[config.mk]
export PLATFORM = sky130hd
export DESIGN_NAME = uart_irq_ctrl
export DESIGN_NICKNAME = d
export VERILOG_FILES = /design/src/rtl/uart_irq_pkg.sv /design/src/rtl/uirq_mask_reg.sv /design/src/rtl/uirq_sticky_reg.sv /design/src/rtl/uirq_rd_mux.sv /design/src/rtl/uart_irq_ctrl.sv
export SDC_FILE = /design/constraint.sdc
export NUM_CORES = 1
export LEC_CHECK = 0
export ABC_AREA = 1
export BUFFER_PORTS_ARGS = -buffer_cell sky130_fd_sc_hd__buf_2
export CELL_PAD_IN_SITES_DETAIL_PLACEMENT = 0
export CELL_PAD_IN_SITES_GLOBAL_PLACEMENT = 1
export CORE_MARGIN = 2
export CORE_UTILIZATION = 30
export CTS_CLUSTER_DIAMETER = 100
export DETAILED_ROUTE_END_ITERATION = 16
export PLACE_DENSITY = 0.81
export SYNTH_ARGS = -nofsm -noshare
export SYNTH_HDL_FRONTEND = slang
export SYNTH_SLANG_ARGS = --single-unit
[constraint.sdc]
create_clock -name clk_i -period 1.3 [get_ports clk_i]
set_input_delay 0.195 -clock clk_i [delete_from_list [all_inputs] [get_ports clk_i]]
set_output_delay 0.195 -clock clk_i [all_outputs]
set_load 0.1 [all_outputs]
[src/rtl/uart_irq_pkg.sv]
package uart_irq_pkg;
  localparam int unsigned OFF_IEN  = 32'h08;
  localparam int unsigned OFF_IDIS = 32'h0C;
  localparam int unsigned OFF_MASK = 32'h10;
  localparam int unsigned OFF_STS  = 32'h14;

  typedef enum logic [2:0] {
    SEL_NONE,
    SEL_IEN,
    SEL_IDIS,
    SEL_MASK,
    SEL_STS
  } reg_sel_e;
endpackage

[src/rtl/uirq_mask_reg.sv]
module uirq_mask_reg #(
  parameter int unsigned W = 10
) (
  input  logic         clk_i,
  input  logic         rst_ni,
  input  logic         set_en_i,
  input  logic         clr_en_i,
  input  logic [W-1:0] bits_i,
  output logic [W-1:0] q_o
);
  logic [W-1:0] q;

  always_ff @(posedge clk_i or negedge rst_ni) begin
    if (!rst_ni)       q <= '0;
    else if (set_en_i) q <= q | bits_i;
    else if (clr_en_i) q <= q & ~bits_i;
  end

  assign q_o = q;

  a_r2_set_or: assert property (@(posedge clk_i) disable iff (!rst_ni)
    set_en_i |=> ((q_o & $past(bits_i)) == $past(bits_i)));
  a_r3_clear: assert property (@(posedge clk_i) disable iff (!rst_ni)
    (clr_en_i && !set_en_i) |=> ((q_o & $past(bits_i)) == '0));
endmodule

[src/rtl/uirq_sticky_reg.sv]
module uirq_sticky_reg #(
  parameter int unsigned W = 10
) (
  input  logic         clk_i,
  input  logic         rst_ni,
  input  logic [W-1:0] set_i,
  input  logic [W-1:0] clr_i,
  output logic [W-1:0] q_o
);
  logic [W-1:0] q;

  for (genvar i = 0; i < W; i++) begin : g_bit
    always_ff @(posedge clk_i or negedge rst_ni) begin
      if (!rst_ni)       q[i] <= 1'b0;
      else if (set_i[i]) q[i] <= 1'b1;  // set beats clear
      else if (clr_i[i]) q[i] <= 1'b0;
    end
  end

  assign q_o = q;

  a_r5_capture: assert property (@(posedge clk_i) disable iff (!rst_ni)
    (|set_i) |=> ((q_o & $past(set_i)) == $past(set_i)));
  a_r5_hold: assert property (@(posedge clk_i) disable iff (!rst_ni)
    (|(q_o & ~clr_i)) |=> ((q_o & $past(q_o & ~clr_i)) == $past(q_o & ~clr_i)));
  a_r6_w1c: assert property (@(posedge clk_i) disable iff (!rst_ni)
    (|(clr_i & ~set_i)) |=> ((q_o & $past(clr_i & ~set_i)) == '0));
  a_r7_set_wins: assert property (@(posedge clk_i) disable iff (!rst_ni)
    (|(clr_i & set_i)) |=> ((q_o & $past(clr_i & set_i)) == $past(clr_i & set_i)));
endmodule

[src/rtl/uirq_rd_mux.sv]
module uirq_rd_mux
  import uart_irq_pkg::*;
#(
  parameter int unsigned W      = 10,
  parameter int unsigned DATA_W = 32
) (
  input  reg_sel_e          sel_i,
  input  logic [W-1:0]      mask_i,
  input  logic [W-1:0]      sts_i,
  output logic [DATA_W-1:0] rdata_o
);
  always_comb begin
    rdata_o = '0;
    unique case (sel_i)
      SEL_MASK: rdata_o[W-1:0] = mask_i;
      SEL_STS:  rdata_o[W-1:0] = sts_i;
      default:  rdata_o = '0;
    endcase
  end
endmodule

[src/rtl/uart_irq_ctrl.sv]
module uart_irq_ctrl
  import uart_irq_pkg::*;
#(
  parameter int unsigned ADDR_W = 8,
  parameter int unsigned DATA_W = 32,
  parameter int unsigned STAT_W = 5,
  parameter int unsigned EVT_W  = 5
) (
  input  logic              clk_i,
  input  logic              rst_ni,
  input  logic              we_i,
  input  logic [ADDR_W-1:0] addr_i,
  input  logic [DATA_W-1:0] wdata_i,
  output logic [DATA_W-1:0] rdata_o,
  input  logic [STAT_W-1:0] stat_i,
  input  logic [EVT_W-1:0]  evt_i,
  output logic              irq_o
);
  localparam int unsigned IRQ_W = STAT_W + EVT_W;

  reg_sel_e   sel;
  logic [IRQ_W-1:0] mask_q, sts_q, sts_clr;

  always_comb begin
    sel = SEL_NONE;
    if      (addr_i == ADDR_W'(OFF_IEN))  sel = SEL_IEN;
    else if (addr_i == ADDR_W'(OFF_IDIS)) sel = SEL_IDIS;
    else if (addr_i == ADDR_W'(OFF_MASK)) sel = SEL_MASK;
    else if (addr_i == ADDR_W'(OFF_STS))  sel = SEL_STS;
  end

  uirq_mask_reg #(.W(IRQ_W)) i_mask (
    .clk_i   (clk_i),
    .rst_ni  (rst_ni),
    .set_en_i(we_i && sel == SEL_IEN),
    .clr_en_i(we_i && sel == SEL_IDIS),
    .bits_i  (wdata_i[IRQ_W-1:0]),
    .q_o     (mask_q)
  );

  assign sts_clr = (we_i && sel == SEL_STS) ? wdata_i[IRQ_W-1:0] : '0;

  uirq_sticky_reg #(.W(IRQ_W)) i_sts (
    .clk_i (clk_i),
    .rst_ni(rst_ni),
    .set_i ({evt_i, stat_i}),
    .clr_i (sts_clr),
    .q_o   (sts_q)
  );

  uirq_rd_mux #(.W(IRQ_W), .DATA_W(DATA_W)) i_rd (
    .sel_i  (sel),
    .mask_i (mask_q),
    .sts_i  (sts_q),
    .rdata_o(rdata_o)
  );

  assign irq_o = |(mask_q & sts_q);

  a_r4_mask_ro: assert property (@(posedge clk_i) disable iff (!rst_ni)
    (we_i && addr_i == ADDR_W'(OFF_MASK)) |=> $stable(mask_q));
  a_r9_unmapped_zero: assert property (@(posedge clk_i) disable iff (!rst_ni)
    (addr_i != ADDR_W'(OFF_MASK) && addr_i != ADDR_W'(OFF_STS)) |-> (rdata_o == '0));
endmodule

======== Yosys cells after proc, flatten, opt, wreduce, memory -nomap -nowiden ========
Cells that the tools add are included.
storage, ports and cells
  output and inout port bits .............. 33
  register bits after elaboration ......... 20
  word-level logic and storage cells ...... 66
  input bits .............................. 53
cells by class
  equal/unequal tests ..................... 8
  multiplexer cells ....................... 28
  bitwise gates (word level) .............. 4
  reduce and logical (&&, ||, !) cells .... 15
operators by type and width
  cell                  number
  $mux W10              3
  $reduce_bool A2 Y1    11
  $and A10 B10 Y10      2
  $mux W1               20
  $pmux W10 S2          1
  $eq A8 B4 Y1 const B  2
  $eq A8 B5 Y1 const B  2
  $mux W3               4
  $not A10 Y10          1
  $or A10 B10 Y10       1
  $reduce_or A10 Y1     1
  $eq A3 B2 Y1 const B  2
  $eq A3 B1 Y1 const B  1
  $eq A3 B3 Y1 const B  1
  $logic_and A1 B1 Y1   3

======== Longest topological paths before layout ========
Gate-level depths: netlist (run 1).
  word-level depth ........................ 10
  depth in mapped cells ................... 8
  depth with buffers taken out ............ 7

======== By module ========
A second synthesis (run 1) with hierarchy kept.
unflattened totals
  cells, all modules ...................... 228
  area total of the unflattened synthesis .. 1,487.7 um2
modules (own cells, without submodules)
  module           area an instance (um2)  instances  cells each  seq. area each (um2)
  uirq_mask_reg    419.2                   1          52          250.2
  uirq_sticky_reg  400.4                   1          50          250.2
  uirq_rd_mux      344.1                   1          58          0.0
  uart_irq_ctrl    324.1                   1          68          0.0

======== Worst setup path after synthesis (run 1) ========
Ideal clock, no wire load.
  path kind ............................... input to output
  from .................................... input port addr_i[7]
  to ...................................... output port rdata_o[0]
  path slack .............................. -1.594 ns
  required time ........................... 1.105 ns
  data arrival time ....................... 2.699 ns
  path buffers ............................ 0
  stages on the path ...................... 3
  path through ............................ nor2_4 > nand4_1 > o21ai_0
between the ends
  cells in the longest elaborated chain, start to end .. 7
  elaborated cells between the ends (all ways) .. 11
  those cells by class .................... eq/ne (6); mux (5)
RTL lines
  what                                                 RTL line             source
  from (decl)                                          uart_irq_ctrl.sv:12  input logic [ADDR_W-1:0] addr_i,
  $eq A8 B5 Y1                                         uart_irq_ctrl.sv:29  else if (addr_i == ADDR_W'(OFF_STS)) sel = SEL_STS;
  $mux W3                                              uart_irq_ctrl.sv:29
  $mux W3                                              uart_irq_ctrl.sv:28  else if (addr_i == ADDR_W'(OFF_MASK)) sel = SEL_MASK;
  $mux W3                                              uart_irq_ctrl.sv:27  else if (addr_i == ADDR_W'(OFF_IDIS)) sel = SEL_IDIS;
  $mux W3 *                                            uart_irq_ctrl.sv:26  if (addr_i == ADDR_W'(OFF_IEN)) sel = SEL_IEN;
  $eq A3 B3 Y1 / $eq A3 B2 Y1 (equally long branches)  uirq_rd_mux.sv:14    unique case (sel_i)
  $pmux W10 S2 *                                       uirq_rd_mux.sv:14
  to (decl)                                            uart_irq_ctrl.sv:14  output logic [DATA_W-1:0] rdata_o,
Mark *: on every way between the ends. The rest lies on a longest branch, timed or not.

==> results of run 1 <==
layout by cell type, fill, tap and decap left out, drive strengths merged:
| cell type | n |
|---|---|
| a211oi | 1 |
| nand2 | 64 |
| conb | 22 |
| nand4 | 11 |
| dlygate4sd3 | 1 |
| clkbuf | 3 |
| nand3 | 22 |
| nor2 | 9 |
| inv | 33 |
| dfrtp | 20 |
| buf | 72 |
| o21ai | 10 |
| a221oi | 1 |
area by class of cell:
cell class / instances / share of cell area, %
multi-input combinational: 140 / 37.7
inverter: 33 / 5.56
sequential: 20 / 22.0
clock buffer: 3 / 1.82
timing repair buffer: 73 / 30.0
tap: 54 / 2.97
through the flow:
step	setup slack (ps)	hold slack (ps)	power (W)	TNS [ps]	instance area [sq um]
finish	-171	109	0.00156	-477	2270
global route	-243	108	0.00164	-1150	2270
CTS	-184	104	0.00158	-305	2190
detailed placement	-83.2	173	0.00113	-676	1950
global placement	-75.4	171	0.00113	-547	1950
floorplan	-626	-101	0.00107	-6260	1560
how the worst max path moves through the flow:
stage / from / end / cells after the start
2_1_floorplan: addr_i[7] / rdata_o[0] / 3
3_3_place_gp: register / irq_o / 5
3_5_place_dp: register / irq_o / 5
4_1_cts: i_sts.q_o[1] / irq_o / 5
5_1_grt: register / irq_o / 5
6_report: register / irq_o / 5
cells by family after synthesis:
| kind of cell | count (synthesis) | synth area share (%) |
|---|---|---|
| other | 1 | 0.260 |
| buffers and inverters | 61 | 22.5 |
| AND/OR/NAND/NOR | 106 | 37.9 |
| AO/OA/AOI/OAI | 12 | 4.61 |
| flip-flops | 20 | 34.8 |
synth_stat cells:
master and count:
nor2_1 3, buf_6 1, nand4_1 11, nand3_1 12, conb_1 1, inv_1 33, dfrtp_1 20, a211oi_1 1
nor2_4 5, nand3_2 10, nand2_1 63, clkbuf_1 3, a221oi_1 1, nor2_2 1, buf_4 23, buf_2 1
nand2_2 1, o21ai_0 10
power groups by stage:
stage	registers (W)	clock network (W)	logic (W)
final	0.000645	0.000405	0.000514
after global routing	0.000647	0.000449	0.000547
after CTS	0.000645	0.000423	0.000508
after detailed placement	0.000657	0	0.000478
after global placement	0.000656	0	0.000475
after floorplan	0.000655	0	0.000418
critical path, cell delays in order (launching register included):
cell and delay (ps):
dfrtp_1 380, nand2_1 70, nand2_1 60, a221oi_2 230
nand2_2 90, buf_6 190
timing repair:
item	4_1_cts	5_1_grt
pin swaps	9	5
hold endpoints to repair	20	0
hold buffers	1	0
buffers inserted	6	4
resized for setup	37	9
setup endpoints to repair	11	11
routing by layer:
layer | track usage [%] | part of all wire, % | vias to the layer above
li1 | - | - | 722
met2 | 25.3 | 53 | 33
met1 | 16.8 | 42 | 618
met3 | 3.29 | 4.4 | 5
met4 | 2.47 | 0.91 | 0
met5 | 0 | 0 | -
==> flow_metrics.py, run 1 <==
metrics = {
    "route": {
        "num_vias": 1378,
        "drt_wl_total_um": 3420,
        "wl_per_cell_um": 10.6,
        "drtAntennaViolNets": 0,
        "drc": 0,
        "vias_per_cell": 4.27,
        "dr.pass1.iters": 4,
        "drt_iter0_drc": 66,
    },
    "worst_setup_path": {
        "worstPathMaxFanout": 2,
        "end_kind": "output pin",
        "ff2ff_path_depth": 4,
        "arrival_ps": 1280,
        "worstPathRequired_ps": 1110,
        "regToRegSetupSlack_ps": 520,
        "critPathKind": "reg2out",
        "crit_path_start_kind": "register",
    },
    "floorplanning": {
        "placeableCoreArea_sq_um": 4660,
        "die_h_um": 73.3,
        "dieArea_sq_um": 5370,
        "fp.dieW_um": 73.3,
        "ios": 86,
        "row_count": 25,
        "initial_core_util_pct": 30.9,
    },
    "power": {
        "intPower_w": 0.000947,
        "p_comb_share_pct": 32.9,
        "clkPwrFrac_pct": 25.9,
        "power_density_nw_per_um2": 688,
        "ir_worst_vdd_v": 0.000610,
        "switchingPower_w": 0.000617,
        "seqPwrFrac_pct": 41.3,
        "p_sw_share_pct": 39.5,
        "leakage_nw": 1.14,
    },
    "timing": {
        "hold_viol": 0,
        "fin_skew_ps": 0,
        "fin_crit_ps": 1470,
        "worst_slack_ps": -171,
        "setup_viol": 11,
        "slew_viol_final": 0,
        "max_clock_freq_mhz": 680,
        "grt_setup_unrepaired": "true",
        "finalCritPeriodShare_pct": 113,
    },
    "global_route": {
        "grt.total_usage_pct": 13.9,
        "grt_overflow": 0,
        "antenna_found_initial": 0,
        "grt_max_degree": 31,
        "grt_pass1_vias": 1305,
        "grt_pass1_wl_um": 5820,
    },
    "cells_and_area": {
        "multi_input_area_sq_um": 856,
        "utilization_pct": 48.8,
        "syn_to_final_growth_pct": 57.8,
        "final_cells": 323,
        "fillerInstances": 476,
        "antennaDiodeCount": 0,
        "drive_above_1_share_pct": 43.9,
        "seq_area_sq_um": 500,
        "final_net_count": 324,
    },
    "synthesis": {
        "syn_area_sq_um": 1440,
        "yosys-top-cells-area": "dfrtp_1, nand2_1, buf_4, inv_1, nand3_2",
        "synthCells": 200,
        "synth.avg_cell_area_sq_um": 7.20,
        "yosys_warnings": 0,
        "ys_ff_latch": 20,
        "synth_area_leader_cell": "dfrtp_1",
        "ys_seq_area_share_pct": 34.8,
        "yosysTopAreaCellShare_pct": 34.8,
        "yosysUniqueCellTypes": 18,
    },
    "outcome": {
        "status": "finished, violations left",
        "violations": "setup timing",
    },
    "clock_network": {
        "numClockSinks": 20,
        "root_buffer": "clkbuf_8",
        "cts.path.max_buffers": 2,
        "clk_pin_slew_ps": 70,
        "htree_levels": 1,
        "cts_tree": "done",
        "cts_buffers": 3,
        "clock_latency_ps": 260,
    },
    "placed_design": {
        "place.gp.congestion": 0.701,
        "port_buffers": 41,
        "dp.cells": 309,
        "dpl.hpwl_um": 2560,
    },
    "min_path": {
        "hold_end": "i_sts.q_o[1]",
        "hold_path.class": "in2reg",
        "worstHoldStart": "stat_i[1]",
        "worstHoldPathCells": 3,
    },
    "job": {
        "maxCapViolations": 0,
    },
}
Power figures use the tool's default switching activity.
==> inputs of run 2 (changes only) <==
Settings changed: BUFFER_PORTS_ARGS -buffer_cell sky130_fd_sc_hd__buf_2 to not set, DONT_BUFFER_PORTS set to 1, PLACE_DENSITY 0.81 to 0.59.
==> flow_metrics.py, run 2 (synthesis gave the netlist of run 1 again) <==
metrics = {
    "outcome": {
        "status": "finished, violations left",
        "violations": "setup timing",
    },
    "global_route": {
        "grt.total_usage_pct": 12.6,
        "grt_pass1_wl_um": 5190,
        "grt_max_degree": 31,
        "grt_overflow": 0,
        "grt_pass1_vias": 1114,
        "antenna_found_initial": 0,
    },
    "cells_and_area": {
        "drive_above_1_share_pct": 35.2,
        "seq_area_sq_um": 500,
        "multi_input_area_sq_um": 817,
        "mostFrequentLayoutCell": "nand2_1",
        "antennaDiodeCount": 0,
        "final_net_count": 284,
        "final_cell_mix": "nand2_1, inv_1, conb_1",
        "syn_to_final_growth_pct": 40.1,
        "fillerInstances": 487,
    },
    "worst_setup_path": {
        "cp_common_cell": "nand2_1",
        "critPathSlowestCell": "dfrtp_1",
        "worstPathMaxFanout": 2,
        "cp_top_family": "flip-flops",
        "crit_path_start_kind": "register",
        "critPathKind": "reg2out",
        "worstPathRequired_ps": 1110,
        "end_kind": "output pin",
        "arrival_ps": 1320,
        "critPathMaxStageDelay_ps": 400,
        "path_cells": "nand2_1, nand2_1, a211oi_2, nand2_2, buf_12",
        "critPathBufInv": 1,
    },
    "route": {
        "vias_per_cell": 4.36,
        "dr.pass1.iters": 4,
        "wl_per_cell_um": 12.0,
        "drc": 0,
        "drtAntennaViolNets": 0,
        "drt_iter0_drc": 44,
        "num_vias": 1239,
        "drt_wl_total_um": 3410,
    },
    "timing": {
        "fin_skew_ps": 0,
        "whs_ps": 25.6,
        "setup_viol": 2,
        "slew_headroom_pct": 36.8,
        "slew_viol_final": 0,
        "max_clock_freq_mhz": 661,
        "fin_crit_ps": 1510,
        "grt_setup_unrepaired": "true",
        "worst_pin_slew_ps": 948,
        "hold_viol": 0,
        "finalCritPeriodShare_pct": 116,
        "worst_slack_ps": -214,
    },
    "power": {
        "leakage_nw": 0.992,
        "ir_worst_vdd_v": 0.000375,
        "power_density_nw_per_um2": 755,
        "total_power_w": 0.00152,
    },
    "clock_network": {
        "root_buffer": "clkbuf_8",
        "cts_tree": "done",
        "numClockSinks": 20,
        "clock_latency_ps": 260,
        "htree_levels": 1,
        "cts.path.max_buffers": 2,
        "cts_buffers": 3,
        "clk_pin_slew_ps": 80,
    },
    "floorplanning": {
        "ios": 86,
        "placeableCoreArea_sq_um": 4660,
        "die_h_um": 73.3,
        "dieArea_sq_um": 5370,
        "row_count": 25,
        "initial_core_util_pct": 30.9,
        "fp.dieW_um": 73.3,
    },
    "job": {
        "maxCapViolations": 0,
    },
    "placed_design": {
        "place.gp.congestion": 0.735,
        "dpl.hpwl_um": 2380,
        "port_buffers": 0,
    },
    "min_path": {
        "hold_path.class": "in2reg",
    },
}
-- run 2: cell count changes in the layout (fill, tap and decap cells not counted), moves of 2 or more --
cell | before | now
nand2_4 | 6 | 2
buf_6 | 10 | 4
buf_2 | 24 | 0
clkbuf_16 | 0 | 2
o21ai_4 | 6 | 2
inv_1 | 32 | 30
inv_2 | 0 | 3
nand2_2 | 7 | 11
buf_4 | 25 | 14
buf_8 | 2 | 0
o21ai_2 | 4 | 8
-- run 2: per-stage QoR --
stage	util [%]	setup slack, ps	std cells	cell area (sq um)	setup TNS, ps
final	43.3	-214	284	2020	-220
after CTS	39.0	-240	273	1820	-240
after detailed placement	37.2	-74.0	268	1730	-74.0
after floorplan	-	-626	221	1560	-6260
after global placement	37.2	-48.3	268	1730	-48.3
after global routing	43.3	-257	284	2020	-389
-- run 2: worst reg2reg max path, delay by kind of cell, from the launching register on --
family,cells,cell delay (ps)
AND/OR/NAND/NOR,2,90
buffers and inverters,2,250
flip-flops,1,420
-- run 2: layout make-up --
| class | count | area share [%] |
|---|---|---|
| multi-input combinational | 140 | 40.5 |
| sequential | 20 | 24.8 |
| timing repair buffer | 33 | 22.5 |
| inverter | 33 | 6.14 |
| tap | 54 | 3.35 |
| clock buffer | 4 | 2.73 |
-- run 2: where the power goes --
group	internal [W]	leakage [nW]	switching (W)	total, W
Combinational	0.0000405	0.786	0.000351	0.000391
Clock	0.000270	0.0288	0.000215	0.000485
Sequential	0.000637	0.178	0.0000108	0.000647
-- run 2: path summary, 6_finish.rpt --
kind	start	to	slack [ps]	depth (start not counted)
worst max-delay path	i_sts.q_o[8]	irq_o	-210	5
worst min-delay path	stat_i[2]	i_sts.q_o[2]	30	2
worst max register to register	i_sts.q_o[0]	i_sts.q_o[0]	430	4
worst min register to register	i_sts.q_o[1]	i_sts.q_o[1]	500	2
max in group asynchronous	rst_ni	i_sts.q_o[7]	570	1
min in group asynchronous	rst_ni	i_sts.q_o[4]	150	1
-- run 2: what timing repair did --
| item | in CTS | in global routing |
|---|---|---|
| hold buffers | 1 | 0 |
| endpoints found under the hold margin | 20 | 0 |
| gates resized for setup | 4 | 24 |
| pin swaps | 1 | 13 |
| gates cloned | 0 | 2 |
| setup buffers | 0 | 9 |
| endpoints found under the setup margin | 2 | 30 |
-- run 2: routing by layer --
| layer | GRT usage (%) | vias up | part of all wire [%] |
|---|---|---|---|
| met2 | 20.4 | 38 | 47 |
| met4 | 3.70 | 0 | 1.1 |
| met5 | 0 | - | 0 |
| li1 | - | 639 | - |
| met3 | 2.19 | 4 | 4.0 |
| met1 | 17.1 | 558 | 47 |
